--- src/rtl/sync_pulse_pkg.sv ---
package sync_pulse_pkg;
  localparam int MIN_WIDTH = 2;

  typedef struct packed {
    logic clrCnt;
    logic incCnt;
    logic loadCfg;
    logic pulseReq;
  } ctlStrobe_t;
endpackage

--- src/rtl/sync_pulse_datapath.sv ---
module sync_pulse_datapath
  import sync_pulse_pkg::*;
#(
  parameter int CNT_W       = 16,
  parameter int DIV_RESET   = 1024,
  parameter int WIDTH_RESET = 2
) (
  input  logic             clk,
  input  logic             rstN,
  input  ctlStrobe_t       ctl,
  input  logic [CNT_W-1:0] divRatio,
  input  logic [CNT_W-1:0] pulseWidth,
  output logic             atWrap,
  output logic             atWidthEnd,
  output logic             inPulse,
  output logic             syncOut,
  output logic             syncStrobe,
  output logic             cfgError
);
  localparam logic [CNT_W-1:0] MinW = CNT_W'(MIN_WIDTH);

  logic [CNT_W-1:0] cnt;
  logic [CNT_W-1:0] actDiv;
  logic [CNT_W-1:0] actW;
  logic             reqDly;
  logic             cfgOk;

  assign cfgOk      = (pulseWidth >= MinW) && (pulseWidth < divRatio);
  assign atWrap     = (cnt == actDiv - 1'b1);
  assign atWidthEnd = (cnt == actW - 1'b1);
  assign inPulse    = (cnt < actW);

  always_ff @(posedge clk or negedge rstN) begin
    if (!rstN) begin
      cnt        <= '0;
      actDiv     <= CNT_W'(DIV_RESET);
      actW       <= CNT_W'(WIDTH_RESET);
      cfgError   <= 1'b0;
      reqDly     <= 1'b0;
      syncStrobe <= 1'b0;
    end else begin
      if (ctl.clrCnt)      cnt <= '0;
      else if (ctl.incCnt) cnt <= atWrap ? '0 : cnt + 1'b1;
      if (ctl.loadCfg && cfgOk) begin
        actDiv <= divRatio;
        actW   <= pulseWidth;
      end
      cfgError   <= !cfgOk;
      reqDly     <= ctl.pulseReq;
      syncStrobe <= ctl.pulseReq && !reqDly;
    end
  end

  // Launch on the falling edge: half a period clear of rising edges.
  always_ff @(negedge clk or negedge rstN) begin
    if (!rstN) syncOut <= 1'b0;
    else       syncOut <= ctl.pulseReq;
  end
endmodule

--- src/rtl/sync_pulse_ctrl.sv ---
module sync_pulse_ctrl
  import sync_pulse_pkg::*;
#(
  parameter int EXT_STAGES = 2
) (
  input  logic       clk,
  input  logic       rstN,
  input  logic       enable,
  input  logic       oneShot,
  input  logic       extReq,
  input  logic       atWrap,
  input  logic       atWidthEnd,
  input  logic       inPulse,
  output ctlStrobe_t ctl
);
  logic [EXT_STAGES-1:0] extPipe;
  logic extSync, extPrev, extRise;
  logic active, shotDone, holdBusy, activeReq;

  generate
    for (genvar i = 0; i < EXT_STAGES; i++) begin : g_extSync
      always_ff @(negedge clk or negedge rstN) begin
        if (!rstN) extPipe[i] <= 1'b0;
        else       extPipe[i] <= (i == 0) ? extReq : extPipe[(i == 0) ? 0 : i-1];
      end
    end
  endgenerate

  assign extSync   = extPipe[EXT_STAGES-1];
  assign extRise   = extSync && !extPrev;
  assign activeReq = active && inPulse && !(oneShot && shotDone);

  always_comb begin
    ctl = '0;
    if (enable) begin
      ctl.clrCnt  = !active;
      ctl.incCnt  = active;
      ctl.loadCfg = !active || atWrap;
    end else if (active) begin
      if (activeReq && !atWidthEnd) ctl.incCnt = 1'b1;
      else begin
        ctl.clrCnt  = 1'b1;
        ctl.loadCfg = 1'b1;
      end
    end else if (holdBusy) begin
      ctl.incCnt = 1'b1;
    end else begin
      ctl.clrCnt  = 1'b1;
      ctl.loadCfg = 1'b1;
    end
    ctl.pulseReq = activeReq || holdBusy;
  end

  always_ff @(posedge clk or negedge rstN) begin
    if (!rstN) begin
      extPrev  <= 1'b0;
      active   <= 1'b0;
      shotDone <= 1'b0;
      holdBusy <= 1'b0;
    end else begin
      extPrev <= extSync;
      if (enable) begin
        active   <= 1'b1;
        holdBusy <= 1'b0;
        if (active && atWrap && oneShot) shotDone <= 1'b1;
      end else begin
        active   <= 1'b0;
        shotDone <= 1'b0;
        if (active)        holdBusy <= activeReq && !atWidthEnd;
        else if (holdBusy) holdBusy <= !atWidthEnd;
        else               holdBusy <= extRise;
      end
    end
  end
endmodule

--- src/rtl/sync_pulse_gen.sv ---
module sync_pulse_gen
  import sync_pulse_pkg::*;
#(
  parameter int CNT_W       = 16,
  parameter int DIV_RESET   = 1024,
  parameter int WIDTH_RESET = 2,
  parameter int EXT_STAGES  = 2
) (
  input  logic             clk,
  input  logic             rstN,
  input  logic             enable,
  input  logic             oneShot,
  input  logic [CNT_W-1:0] divRatio,
  input  logic [CNT_W-1:0] pulseWidth,
  input  logic             extReq,
  output logic             syncOut,
  output logic             syncStrobe,
  output logic             cfgError
);
  ctlStrobe_t ctl;
  logic atWrap, atWidthEnd, inPulse;

  sync_pulse_ctrl #(.EXT_STAGES(EXT_STAGES)) u_ctrl (
    .clk(clk), .rstN(rstN), .enable(enable), .oneShot(oneShot), .extReq(extReq),
    .atWrap(atWrap), .atWidthEnd(atWidthEnd), .inPulse(inPulse), .ctl(ctl)
  );

  sync_pulse_datapath #(.CNT_W(CNT_W), .DIV_RESET(DIV_RESET), .WIDTH_RESET(WIDTH_RESET)) u_dp (
    .clk(clk), .rstN(rstN), .ctl(ctl), .divRatio(divRatio), .pulseWidth(pulseWidth),
    .atWrap(atWrap), .atWidthEnd(atWidthEnd), .inPulse(inPulse),
    .syncOut(syncOut), .syncStrobe(syncStrobe), .cfgError(cfgError)
  );
endmodule

--- config.mk ---
export PLATFORM = sky130hd
export DESIGN_NAME = sync_pulse_gen
export DESIGN_NICKNAME = d
export VERILOG_FILES = /design/src/rtl/sync_pulse_pkg.sv /design/src/rtl/sync_pulse_datapath.sv /design/src/rtl/sync_pulse_ctrl.sv /design/src/rtl/sync_pulse_gen.sv
export SDC_FILE = /design/constraint.sdc
export NUM_CORES = 1
export LEC_CHECK = 0
export CORE_UTILIZATION = 40
export DETAILED_ROUTE_END_ITERATION = 8
export DONT_BUFFER_PORTS = 1
export PLACE_DENSITY = 0.65
export SYNTH_ARGS = -nofsm -noshare
export SYNTH_HDL_FRONTEND = slang
export SYNTH_SLANG_ARGS = --single-unit
export TNS_END_PERCENT = 5
--- constraint.sdc ---
create_clock -name clk -period 3.9 [get_ports clk]
set_clock_uncertainty 0.05 [all_clocks]
set_input_delay 0 -clock clk [delete_from_list [all_inputs] [get_ports clk]]
set_output_delay 0 -clock clk [all_outputs]
set_load 0.03 [all_outputs]
# Word level (Yosys, flattened, before mapping)
# Index checks and enable logic that the tools add are counted.
[op_classes] add_sub_neg=3 order_cmp=3 eq_ne=3 n_mux=15 n_reduce_logical=19
[op_table] operator="$mux 16" count=3
[op_table] operator="$eq 16x16->1" count=2
[op_table] operator="$lt 16x16->1" count=2
[op_table] operator="$sub 16x1->16 const B" count=2
[op_table] operator="$add 16x1->16 const B" count=1
[op_table] operator="$ge 16x2->1 const B" count=1
[op_table] operator="$logic_and 1x1->1" count=10
[op_table] operator="$mux 1" count=10
[op_table] operator="$logic_not 1->1" count=6
[op_table] operator="$mux 3" count=2
[op_table] operator="$logic_or 1x1->1" count=2
[op_table] operator="$ne 2x1->1 const B" count=1
[op_table] operator="$reduce_bool 2->1" count=1
[totals] regBits=58 output_inout_bits=3 word_cells=56

# Depth between registers and ports, before layout
[depth] ltp_word=9 depth_mapped=12 ltp_nobuf=10

# By module
# A second synthesis with hierarchy kept.
[hier_totals] hier_cells=471 area_unflattened_um2=4534.3
[modules_own_cells] mod="sync_pulse_datapath" n_inst=1 cells_each=447 area_per_inst_um2=4252.8 seq_area_each_um2=1303.8
[modules_own_cells] mod="sync_pulse_ctrl" n_inst=1 cells_each=24 area_per_inst_um2=281.5 seq_area_each_um2=150.1

==> impl_metrics.toml <==
[die]
die-area_mm2 = 0.01105
die_y_um = 105.1
die-width_um = 105.1
pin_count = 40
initial_utilization_pct = 41.18
coreArea_mm2 = 0.01032
rows = 37

[routing]
top_layer = "met4"
wirelength_mm = 11.44
drtIter0Drc = 180
m1WireLength_mm = 5.033
drc_errors = 0
wl_met2_mm = 5.546
vias_per_cell = 5.498
wl_met3_um = 685
dr.pass1.iters = 4
via_count = 3546
drt.antenna.violating_nets = 0
wl_per_cell_um = 17.73

[global_route]
grt_pass1_wl_mm = 19.06
grt_max_degree = 56
grt_overflow = 0
grt_antenna_before_repair = 0
gr-usage-all-layers_pct = 22.41
grt_pass1_vias = 3728

[place]
dp_cells = 594
dp_slack_ps = -74.00
dpl.hpwl_mm = 8.415
io_buffers = 0
globalplace.congestion = 0.8888

[setup_path]
crit_path_start = "u_dp.actW[1]"
reg2reg_slack_ps = -60
cp_max_fo = 3
cp-endpoint = "u_dp.syncOut"
worst_path_max_delay_cell = "dfstp_2"
crit_buf_inv = 1
cp.required_ps = 2070
worst-path-stages = 8
ff2ff_path_depth = 8
arrival_ps = 2130
end_kind = "flop"
startpoint_type = "flop"
crit_type = "reg2reg"
max_stage_delay_ps = 540
reg2reg_from = "u_dp.actW[1]"
crit_family = "flip-flops"
crit_chain = "inv_2 -> ha_4 -> nor2b_1 -> o211ai_1 -> a21oi_1 -> nor4_1 -> o311a_1 -> or2_4"
worst_r2r_endpoint = "u_dp.syncOut"

[synth]
yosys_warnings = 0
synth_top_cell_by_area = "dfrtp_1"
synth_nets = 514
syn_avg_cell_area_um2 = 9.597
synth_cell_types = 55
netlist_instances = 443
synthArstFlopShare_pct = 100.0
synth_top_area_share_pct = 31.19
synth_area_mm2 = 0.004252
synth_seq_cells = 58
ys_seq_area_share_pct = 34.20
synth_top_cells_by_area = "dfrtp_1, ha_1, xor2_1, mux2_1, xnor2_1"
synth_edf_count = 0
ys.flop_type = "dfrtp_1"

[final_layout]
final_common_cell = "dfrtp_1"
fillers = 945
nets = 576
post-route-util_pct = 50.42
seq_area_mm2 = 0.001454
final_layout_size_suffix_gt1_share_pct = 14.34
layout_common_cells = "dfrtp_1, inv_1, dlygate4sd3_1"
multi_input_area_mm2 = 0.002550
fin_cells = 645
n_antenna_cell = 0
area_growth_pct = 22.42

[hold_path]
min_from = "enable"
hold_path_class = "in2reg"

[pwr]
power_mw = 2.140
intPower_mw = 1.416
p_leak_nw = 2.383
seqPwrFrac_pct = 37.0
switching_share_pct = 33.80
power_switching_uw = 723.3
p_per_area_mw_per_mm2 = 411.1
clkPwrFrac_pct = 29.0
combPwrFrac_pct = 34.0
peakVddDrop_uv = 279.2

[clock_network]
cts_sinks = 58
tritoncts = "built"
cts_setup_buffers = 0
cts.htree.levels = 3
cts_buffers = 9
clkTransAtPathRegs_ps = 70
cts_buffer_depth = 2
cts_root_buffer = "clkbuf_8"
clock_latency_ps = 350

[sta]
final-setup-viol-count = 1
setup_ws_ps = -57.45
slew_headroom_pct = 59.18
slew_viol_final = 0
hold_violations = 0
worstMarginPinSlew_ps = 607.6
rsz0062_at_grt = "true"

[run]
cap_viol_max_count = 0

[outcome]
failed_checks = "setup timing"
status = "finished with violations"
-- registers in the layout, indices dropped and copies added (netlist names) --
register and flops:
u_ctrl.active 1, u_ctrl.extPipe 1, u_ctrl.extPrev 1, u_dp.syncOut 1
u_dp.cnt 16, u_dp.reqDly 1, u_ctrl.holdBusy 1, u_dp.actDiv 16
u_ctrl.extSync 1, u_ctrl.shotDone 1, u_dp.cfgError 1, u_dp.syncStrobe 1
u_dp.actW 16
-- stage by stage --
stage / area [µm²] / setup TNS (ps) / hold slack (ps)
finish: 5205 / -57.45 / 55.76
global route: 5205 / -134.6 / 47.18
CTS: 5205 / -67.33 / 34.91
detailed placement: 4598 / -74.00 / -342.6
global placement: 4598 / -46.61 / -343.0
floorplan: 4254 / 0 / -345.6
-- worst min-delay path by stage --
stage                                to  slack, ps  cells after the start
after floorplan           u_ctrl.active       -350                      0
after global placement      u_dp.cnt[2]       -340                      0
after detailed placement    u_dp.cnt[2]       -340                      0
after CTS                  u_dp.cnt[14]         30                      3
after global routing       u_dp.cnt[14]         50                      3
final                       u_dp.cnt[9]         60                      3
-- layout make-up --
type	instances	share of cell area, %
Inverter	43	3.101
Clock inverter	5	1.514
Clock buffer	10	2.644
Sequential cell	58	27.93
Timing Repair Buffer	71	12.55
Multi-Input combinational cell	322	48.99
Tap cell	136	3.269
-- worst reg2reg max path: cells and delay by family (launching register included) --
| kind | cells | cell delay (ps) |
|---|---|---|
| DFF | 1 | 540 |
| adders and majority gates | 1 | 240 |
| buffers and inverters | 1 | 50 |
| AOI/OAI and AO/OA | 3 | 520 |
| and+or+nand+nor | 3 | 420 |
-- routing by layer --
layer  up-vias  global-route usage, %
li1       1720                      -
met2        90                  37.70
met3        13                  5.802
met4         0                  6.439
met1      1723                  28.25
met5         -                      0
-- Yosys cell counts (all sizes together), types with 2 or more instances --
master / n
nand2: 10
a211oi: 7
nor2: 21
dfrtp: 53
xor2: 31
or4: 3
nor2b: 6
mux2: 30
nand3: 16
o22ai: 2
clkbuf: 14
ha: 34
a221oi: 2
dfrtn: 3
nand3b: 5
nand4b: 2
or2: 2
a31oi: 3
nand4: 12
mux2i: 5
buf: 6
dfstp: 2
o31ai: 3
xnor2: 19
a21oi: 13
nor3: 11
nor4: 27
o21a: 2
inv: 43
nand2b: 6
and3: 7
a21o: 10
o211ai: 4
o21ai: 17
-- cell families after synthesis --
group,share of synthesized area (%)
mux,9.918
flops,34.20
buf+inv,6.180
fa+ha+maj,10.01
simple gates,18.19
compound gates,11.21
xor+xnor,10.30
-- repair_timing --
action / 4_1_cts / 5_1_grt
pin swaps: 1 / 0
setup endpoints to repair: 1 / 1
hold buffers: 36 / 0
endpoints found under the hold margin: 90 / 0
resized for setup: 2 / 0
-- power groups by stage --
stage,Clock [mW],Sequential [mW],Combinational [mW]
after floorplan,0,0.796,0.470
after global placement,0,0.797,0.654
after detailed placement,0,0.800,0.670
after CTS,0.635,0.791,0.724
after global routing,0.666,0.807,0.803
final,0.621,0.792,0.727
No activity file was read; power rests on OpenSTA's default activity.
